==> src/rtl/tbit_pkg.sv <==
package tbit_pkg;
  localparam int TOG_BIT = 6;
  localparam int ERR_BIT = 5;
  localparam logic [7:0] RESET_CMD = 8'hF0;

  typedef enum logic [1:0] {
    ST_IDLE,
    ST_RD_A,
    ST_RD_B,
    ST_WR_RST
  } st_e;

  typedef enum logic [1:0] {
    V_OK,
    V_AGAIN,
    V_RECHECK,
    V_FAIL
  } verdict_e;
endpackage

==> src/rtl/tbit_pair_judge.sv <==
module tbit_pair_judge
  import tbit_pkg::*;
(
  input  logic     a_tog_i,
  input  logic     b_tog_i,
  input  logic     b_err_i,
  input  logic     recheck_i,
  input  logic     limit_hit_i,
  output verdict_e verdict_o,
  output logic     timeout_o
);
  always_comb begin
    timeout_o = 1'b0;
    if (a_tog_i == b_tog_i)  verdict_o = V_OK;
    else if (recheck_i)      verdict_o = V_FAIL;
    else if (b_err_i)        verdict_o = V_RECHECK;
    else if (limit_hit_i) begin
      verdict_o = V_FAIL;
      timeout_o = 1'b1;
    end
    else                     verdict_o = V_AGAIN;
  end
endmodule

==> src/rtl/tbit_pair_ctr.sv <==
module tbit_pair_ctr #(
  parameter int MAX_PAIRS = 1024
) (
  input  logic clk_i,
  input  logic rst_ni,
  input  logic clr_i,
  input  logic inc_i,
  output logic last_o
);
  localparam int CW = (MAX_PAIRS > 1) ? $clog2(MAX_PAIRS) : 1;
  localparam logic [CW-1:0] LAST = CW'(MAX_PAIRS - 1);

  logic [CW-1:0] cnt_q;

  always_ff @(posedge clk_i or negedge rst_ni) begin
    if (!rst_ni)     cnt_q <= '0;
    else if (clr_i)  cnt_q <= '0;
    else if (inc_i)  cnt_q <= cnt_q + 1'b1;
  end

  assign last_o = (cnt_q == LAST);
endmodule

==> src/rtl/tbit_fsm.sv <==
module tbit_fsm
  import tbit_pkg::*;
(
  input  logic     clk_i,
  input  logic     rst_ni,
  input  logic     start_i,
  input  logic     rd_ack_i,
  input  logic     wr_ack_i,
  input  verdict_e verdict_i,
  input  logic     timeout_i,
  output st_e      state_o,
  output logic     recheck_o,
  output logic     launch_o,
  output logic     cap_a_o,
  output logic     cnt_inc_o,
  output logic     fin_pass_o,
  output logic     fin_fail_o,
  output logic     fin_tmo_o
);
  st_e  st_q, st_d;
  logic recheck_q, recheck_d;
  logic tmo_q, tmo_d;
  logic eval;

  assign eval = (st_q == ST_RD_B) && rd_ack_i;

  always_comb begin
    st_d      = st_q;
    recheck_d = recheck_q;
    tmo_d     = tmo_q;
    unique case (st_q)
      ST_IDLE: if (start_i) begin
        st_d      = ST_RD_A;
        recheck_d = 1'b0;
        tmo_d     = 1'b0;
      end
      ST_RD_A: if (rd_ack_i) st_d = ST_RD_B;
      ST_RD_B: if (rd_ack_i) begin
        unique case (verdict_i)
          V_OK:      st_d = ST_IDLE;
          V_AGAIN:   st_d = ST_RD_A;
          V_RECHECK: begin
            st_d      = ST_RD_A;
            recheck_d = 1'b1;
          end
          V_FAIL: begin
            st_d  = ST_WR_RST;
            tmo_d = timeout_i;
          end
          default:   st_d = ST_IDLE;
        endcase
      end
      ST_WR_RST: if (wr_ack_i) st_d = ST_IDLE;
      default:   st_d = ST_IDLE;
    endcase
  end

  always_ff @(posedge clk_i or negedge rst_ni) begin
    if (!rst_ni) begin
      st_q      <= ST_IDLE;
      recheck_q <= 1'b0;
      tmo_q     <= 1'b0;
    end else begin
      st_q      <= st_d;
      recheck_q <= recheck_d;
      tmo_q     <= tmo_d;
    end
  end

  assign state_o    = st_q;
  assign recheck_o  = recheck_q;
  assign launch_o   = (st_q == ST_IDLE) && start_i;
  assign cap_a_o    = (st_q == ST_RD_A) && rd_ack_i;
  assign cnt_inc_o  = eval && (verdict_i == V_AGAIN);
  assign fin_pass_o = eval && (verdict_i == V_OK);
  assign fin_fail_o = (st_q == ST_WR_RST) && wr_ack_i;
  assign fin_tmo_o  = fin_fail_o && tmo_q;
endmodule

==> src/rtl/tbit_poller.sv <==
module tbit_poller
  import tbit_pkg::*;
#(
  parameter int AW        = 19,
  parameter int MAX_PAIRS = 1024
) (
  input  logic          clk_i,
  input  logic          rst_ni,
  input  logic          start_i,
  input  logic [AW-1:0] addr_i,
  output logic          busy_o,
  output logic          rd_req_o,
  output logic [AW-1:0] rd_addr_o,
  input  logic          rd_ack_i,
  input  logic [7:0]    rd_data_i,
  output logic          wr_req_o,
  output logic [AW-1:0] wr_addr_o,
  output logic [7:0]    wr_data_o,
  input  logic          wr_ack_i,
  output logic          done_o,
  output logic          pass_o,
  output logic          fail_o,
  output logic          timeout_o,
  output logic [7:0]    status_o
);
  st_e      state;
  verdict_e verdict;
  logic     recheck, launch, cap_a, cnt_inc, limit_hit, judge_tmo;
  logic     fin_pass, fin_fail, fin_tmo;
  logic [AW-1:0] addr_q;
  logic     a_tog_q;
  logic [7:0] status_q;
  logic     done_q, pass_q, fail_q, tmo_q;

  tbit_fsm u_fsm (
    .clk_i      (clk_i),
    .rst_ni     (rst_ni),
    .start_i    (start_i),
    .rd_ack_i   (rd_ack_i),
    .wr_ack_i   (wr_ack_i),
    .verdict_i  (verdict),
    .timeout_i  (judge_tmo),
    .state_o    (state),
    .recheck_o  (recheck),
    .launch_o   (launch),
    .cap_a_o    (cap_a),
    .cnt_inc_o  (cnt_inc),
    .fin_pass_o (fin_pass),
    .fin_fail_o (fin_fail),
    .fin_tmo_o  (fin_tmo)
  );

  tbit_pair_judge u_judge (
    .a_tog_i     (a_tog_q),
    .b_tog_i     (rd_data_i[TOG_BIT]),
    .b_err_i     (rd_data_i[ERR_BIT]),
    .recheck_i   (recheck),
    .limit_hit_i (limit_hit),
    .verdict_o   (verdict),
    .timeout_o   (judge_tmo)
  );

  tbit_pair_ctr #(.MAX_PAIRS(MAX_PAIRS)) u_ctr (
    .clk_i  (clk_i),
    .rst_ni (rst_ni),
    .clr_i  (launch),
    .inc_i  (cnt_inc),
    .last_o (limit_hit)
  );

  always_ff @(posedge clk_i or negedge rst_ni) begin
    if (!rst_ni) begin
      addr_q   <= '0;
      a_tog_q  <= 1'b0;
      status_q <= '0;
    end else begin
      if (launch) addr_q <= addr_i;
      if (cap_a)  a_tog_q <= rd_data_i[TOG_BIT];
      if (launch)        status_q <= '0;
      else if (rd_req_o && rd_ack_i) status_q <= rd_data_i;
    end
  end

  always_ff @(posedge clk_i or negedge rst_ni) begin
    if (!rst_ni) begin
      done_q <= 1'b0;
      pass_q <= 1'b0;
      fail_q <= 1'b0;
      tmo_q  <= 1'b0;
    end else begin
      done_q <= fin_pass | fin_fail;
      pass_q <= fin_pass;
      fail_q <= fin_fail;
      tmo_q  <= fin_tmo;
    end
  end

  assign busy_o    = (state != ST_IDLE);
  assign rd_req_o  = (state == ST_RD_A) || (state == ST_RD_B);
  assign wr_req_o  = (state == ST_WR_RST);
  assign rd_addr_o = addr_q;
  assign wr_addr_o = addr_q;
  assign wr_data_o = RESET_CMD;
  assign done_o    = done_q;
  assign pass_o    = pass_q;
  assign fail_o    = fail_q;
  assign timeout_o = tmo_q;
  assign status_o  = status_q;
endmodule

==> config.mk <==
export PLATFORM = sky130hd
export DESIGN_NAME = tbit_poller
export DESIGN_NICKNAME = d
export VERILOG_FILES = /design/src/rtl/tbit_pkg.sv /design/src/rtl/tbit_pair_judge.sv /design/src/rtl/tbit_pair_ctr.sv /design/src/rtl/tbit_fsm.sv /design/src/rtl/tbit_poller.sv
export SDC_FILE = /design/constraint.sdc
export NUM_CORES = 1
export LEC_CHECK = 0
export BUFFER_PORTS_ARGS = -buffer_cell sky130_fd_sc_hd__buf_2
export CAP_MARGIN = 5
export CORE_MARGIN = 3
export CORE_UTILIZATION = 48
export DETAILED_ROUTE_END_ITERATION = 10
export GPL_TIMING_DRIVEN = 1
export PLACE_DENSITY = 0.79
export SYNTH_ARGS = -nofsm -noshare
export SYNTH_HDL_FRONTEND = slang
export SYNTH_SLANG_ARGS = --single-unit
export TNS_END_PERCENT = 10
==> constraint.sdc <==
create_clock -name clk_i -period 2.4 [get_ports clk_i]
set_input_delay 0.48 -clock clk_i [delete_from_list [all_inputs] [get_ports clk_i]]
set_output_delay 0.48 -clock clk_i [all_outputs]
set_load 0.01 [all_outputs]
Yosys cells after proc, flatten, opt, wreduce, memory -nomap -nowiden. Cells that the tools add are included.

Flip-flop bits (word level): 46. Bits of input ports: 32. Output and inout bits: 61. Word-level logic and storage cells: 71.

Add/subtract/negate cells: 1. Equal/unequal tests: 14. Muxes and demuxes: 25. Bitwise logic cells: 1. Reductions and logical operators: 19.

Operator list (count): 2-to-1 mux 10 bit (2); 2-to-1 mux 2 bit (8); 2-to-1 mux 8 bit (2); AND reduction 4 bit (3); adder 10 x 1 -> 10 bit (second input constant) (1); equality test 10 bit (second input constant) (1); 2-to-1 mux 1 bit (9); equality test 2 bit (second input constant) (4); logical AND 1 bit (8); one-hot mux 2 bit (4 select lines) (1); nonzero test 2 bit (4); != test 2 x 1 -> 1 bit (second input constant) (3); != test 2 bit (second input constant) (3); one-hot mux 2 bit (3 select lines) (1); equality test 2 x 1 -> 1 bit (second input constant) (2); logical NOT 2 bit (2); one-hot mux 1 bit (2 select lines) (2); OR reduction 2 bit (1); equality test 1 bit (1); logical OR 1 bit (1); bitwise OR 1 bit (1).

Depth between registers and ports, before layout.
Word-level depth: 10. Depth in mapped cells: 7. Mapped depth without buffers: 6.

Modules after synthesis. A second synthesis with hierarchy kept.

Cells, all modules: 203. Area total of the unflattened synthesis: 2392.3 um^2.

Modules (own cells, without submodules): tbit_poller (times used 1, cells an instance 118, area each 1576.5 um^2, seq. area each 800.8 um^2); tbit_pair_ctr (times used 1, cells an instance 49, area each 504.2 um^2, seq. area each 250.2 um^2); tbit_fsm (times used 1, cells an instance 30, area each 270.3 um^2, seq. area each 100.1 um^2); tbit_pair_judge (times used 1, cells an instance 6, area each 41.3 um^2, seq. area each 0.0 um^2).

Least setup slack after synthesis. Ideal clock, no wire load.

Kind: reg2reg. Start point: register u_ctr.cnt_q[0]. End point: register u_ctr.cnt_q[2]. Library setup time: 0.078 ns. Arrival time: 1.784 ns. Required time: 2.322 ns. Slack: 0.538 ns. Stages on the path, launching flop included: 7. Buffers on the path: 1. Cell sequence: dfrtp_1 ha_1 and4_1 and3_1 buf_2 or4_1 a21oi_1.

Longest elaborated chain between the ends: 8. Elaborated cells between the ends (all ways): 11. Classes of those cells: add/sub: 1; eq/ne: 2; mux: 6; reduce/logical: 2.

Ends and longest elaborated chain: from (decl) (RTL line tbit_pair_ctr.sv:13) `logic [CW-1:0] cnt_q;`; from (signal assigned) (RTL line tbit_pair_ctr.sv:18) `else if (inc_i) cnt_q <= cnt_q + 1'b1;`; equality test 10 bit (RTL line tbit_pair_ctr.sv:21) `assign last_o = (cnt_q == LAST);`; 2-to-1 mux 2 bit (RTL line tbit_pair_judge.sv:17) `else if (limit_hit_i) begin`; 2-to-1 mux 2 bit (RTL line tbit_pair_judge.sv:16) `else if (b_err_i) verdict_o = V_RECHECK;`; 2-to-1 mux 2 bit (RTL line tbit_pair_judge.sv:15) `else if (recheck_i) verdict_o = V_FAIL;`; 2-to-1 mux 2 bit (RTL line tbit_pair_judge.sv:14) `if (a_tog_i == b_tog_i) verdict_o = V_OK;`; equality test 2 x 1 -> 1 bit (RTL line tbit_fsm.sv:74) `assign cnt_inc_o = eval && (verdict_i == V_AGAIN);`; logical AND 1 bit (RTL line tbit_fsm.sv:74); nonzero test 2 bit (no source line).

Several ways; a longest one is shown, not always the timed one. The select of a mux whose other input is x is not followed. A chain may end at the register's enable or synchronous reset.

Final worst setup path.
Start point: register u_fsm.st_q[0] (netlist: u_fsm.state_o[0]). End point: register u_ctr.cnt_q[3].

Longest elaborated chain between the ends: 4. Elaborated cells between the ends (all ways): 7. Classes of those cells: eq/ne: 1; mux: 1; reduce/logical: 5.

Ends and longest elaborated chain: from (decl) (RTL line tbit_fsm.sv:20) `st_e st_q, st_d;`; from (signal assigned) (RTL line tbit_fsm.sv:64) `st_q <= st_d;`; equality test 2 bit (RTL line tbit_fsm.sv:25) `assign eval = (st_q == ST_RD_B) && rd_ack_i;`; logical AND 1 bit (RTL line tbit_fsm.sv:25); logical AND 1 bit (RTL line tbit_fsm.sv:74); nonzero test 2 bit (no source line).

Several ways; a longest one is shown, not always the timed one.

==> impl_results.md <==
* Synth area leader: dfrtp_1
* Routed wire length at 4.63 mm
* Number of buffers created by CTS at 5
* Setup crit start kind: flop
* Yosys reg bits at 46
* Clk sinks at 46
* Most frequent cells after synthesis: nand2_1, dfrtp_1, buf_4, a21oi_1, nand3_1
* Sw Pwr at 1.24 mW
* Critical path capture point type: flop
* Syn Std Cell Area at 2320 µm²
* Pwr Total at 3.14 mW
* First-pass GRT wire length at 7.40 mm
* Leak at 1.47 nW
* Count leader, synth: nand2_1
* Setup TNS at 0 ns
* Maximum clock path buffer count at 2
* Synth cell types at 40
* Top FF cell, synth: dfrtp_1
* Synth warn at 0
* Clk slew on worst S/H paths at 0.08 ns
* Row Count at 24
* Post-CTS setup buffer count at 0
* Synth top area share at 0.496
* Chip width at 75.6 µm
* IO Port Bufs at 84
* Core area at 4500 µm²
* Hold Buf Count CTS at 0
* Number of flops mapped to enable cells by yosys at 0
* Post-synthesis async set-or-reset flop share at 1.00
* Final Skew at 0.00707 ns
* Number of global-route vias before repair at 1,648
* Main area contributors after synthesis: dfrtp_1, nand2_1, buf_4
* Outcome: finished, final reports clean
* Worst-path maximum fanout at 10
* WP data required at 2.62 ns
* Hold/Removal Path Class: input port to async pin
* Synthesized instance count at 256
* ANT nets after route at 0
* RSZ-0062 raised after global routing: no
* Maximum number of pins on one net before global-route repair at 24
* H-tree Lvls at 2
* Seq/Total Area, Yosys at 0.496
* Hold Violations, Final at 0
* Final Non-Filler Cells at 374
* Least-Margin Pin Slew at 0.665 ns
* Ant diodes at 0
* Clock root cell: clkbuf_8
* Combinational power share at 0.437
* Clock power frac at 0.178
* Initial Util at 0.516
* Placed Cells at 366
* Max Cap Viol at 0
* Final core utilization at 0.607
* # fillers at 404
* IO Count at 93
* Hpwl dp at 3.49 mm
* Peak Freq at 0.497 GHz
* Final Instance Area at 2730 µm²
* Residual DRC at 0
* Global Route Usage Sum at 0.167
* Worst Setup Path Type: flop to flop
* Routed via count at 1,884
* 1st-iter DRT viols at 87
* Arrival time at the worst endpoint at 2.23 ns
* Die area at 5710 µm²
* Nets at 358
* Final Max Tran Viols at 0
* Drt wl/cell at 12.4 µm
* Sw Ratio at 0.395
* Area Growth Syn to Fin at 17.7%
* Worst vdd ir at 600 µV
* PostCTS Resize Cnt at 0
* Initial antenna violation count at 0
* Placed inst area at 2620 µm²
* Routed vias/inst at 5.04
* CTS tree: built
* Final setup fails at 0
* GP Congestion at 0.860
* P_int at 1.90 mW
* Avg Cell Area, Syn at 9.07 µm²
* Die extent in y at 75.6 µm
* Iteration count of the initial detailed-routing pass at 4
* Worst slew margin at 0.556
* Grt ovf at 0
* Final min period at 2.01 ns
* Sequential power share at 0.385
* Period utilization at 0.838
* PD cells at 1150 nW/µm²
* Share of cells above drive strength 1 at 0.323
* Clk Latency, worst-skew pair at 0.30 ns
worst max-delay path, stage by stage (launching register included):
cell      delay [ns]
dfrtp_1         0.43
inv_1           0.10
ha_1            0.24
and4bb_2        0.35
nand2_2         0.14
or4_1           0.51
a21oi_1         0.17
routing by layer:
layer / GRT usage / part of all wire
met5: 0 / 0
met3: 0.0409 / 0.068
met4: 0.0466 / 0.0050
met2: 0.274 / 0.48
met1: 0.220 / 0.45
power by group through the flow:
stage	combinational, mW	clock (mW)	sequential, mW
2_1_floorplan	0.924	0	1.32
3_3_place_gp	1.37	0	1.21
3_5_place_dp	1.39	0	1.23
4_1_cts	1.40	0.586	1.21
5_1_grt	1.56	0.612	1.25
6_report	1.37	0.559	1.21
cell type report:
type | instances | area (µm²) | share of cell area
Multi-Input combinational cell | 174 | 933 | 0.342
Clock inverter | 2 | 37.5 | 0.0137
Clock buffer | 6 | 72.6 | 0.0266
Timing Repair Buffer | 88 | 450 | 0.165
Sequential cell | 46 | 1150 | 0.421
Tap cell | 52 | 65.1 | 0.0238
Inverter | 6 | 22.5 | 0.00824
cells by family after synthesis:
family,count (synthesis),share of synthesized area
flip-flops,46,0.496
buffers and inverters,42,0.112
other,2,0.00323
adder cells (fa/ha/maj),5,0.0269
XOR/XNOR,2,0.0108
AND/OR/NAND/NOR,119,0.241
AO/OA/AOI/OAI,38,0.101
multiplexers,2,0.00916
worst paths after layout:
path,start,end,slack [ns],cells after the start
setup / recovery,u_fsm.state_o[0],u_ctr.cnt_q[3],0.39,6
hold / removal,rst_ni,u_ctr.cnt_q[8],0.16,2
setup reg to reg,u_fsm.state_o[0],u_ctr.cnt_q[3],0.39,6
hold reg to reg,rd_addr_o[2],rd_addr_o[2],0.50,2
max in group asynchronous,rst_ni,u_ctr.cnt_q[6],2.01,2
min in group clk_i,addr_i[17],rd_addr_o[17],0.37,3
flip-flops by register name, indices dropped and copies added, names as in the netlist, 2 cells and up:
| register | flops |
|---|---|
| rd_addr_o | 19 |
| u_ctr.cnt_q | 10 |
| status_o | 8 |
| u_fsm.state_o | 2 |
stage by stage:
step | hold slack, ns | worst slack (ns)
after global routing | 0.191 | 0.275
after CTS | 0.164 | 0.383
after detailed placement | 0.484 | 0.418
final | 0.164 | 0.389
after floorplan | 0.184 | 0.538
after global placement | 0.473 | 0.498
placed cells by master (no fill, tap or decap), drive strengths merged, types with 3 or more instances in the layout:
cell    instances
a21oi          20
and2            3
and3            3
buf            88
clkbuf          6
conb            8
dfrtp          46
ha              5
inv             6
nand2          76
nand3          14
nor2            6
o21ai           4
o31ai           4
or4             5
(Power assumes the default switching activity.)
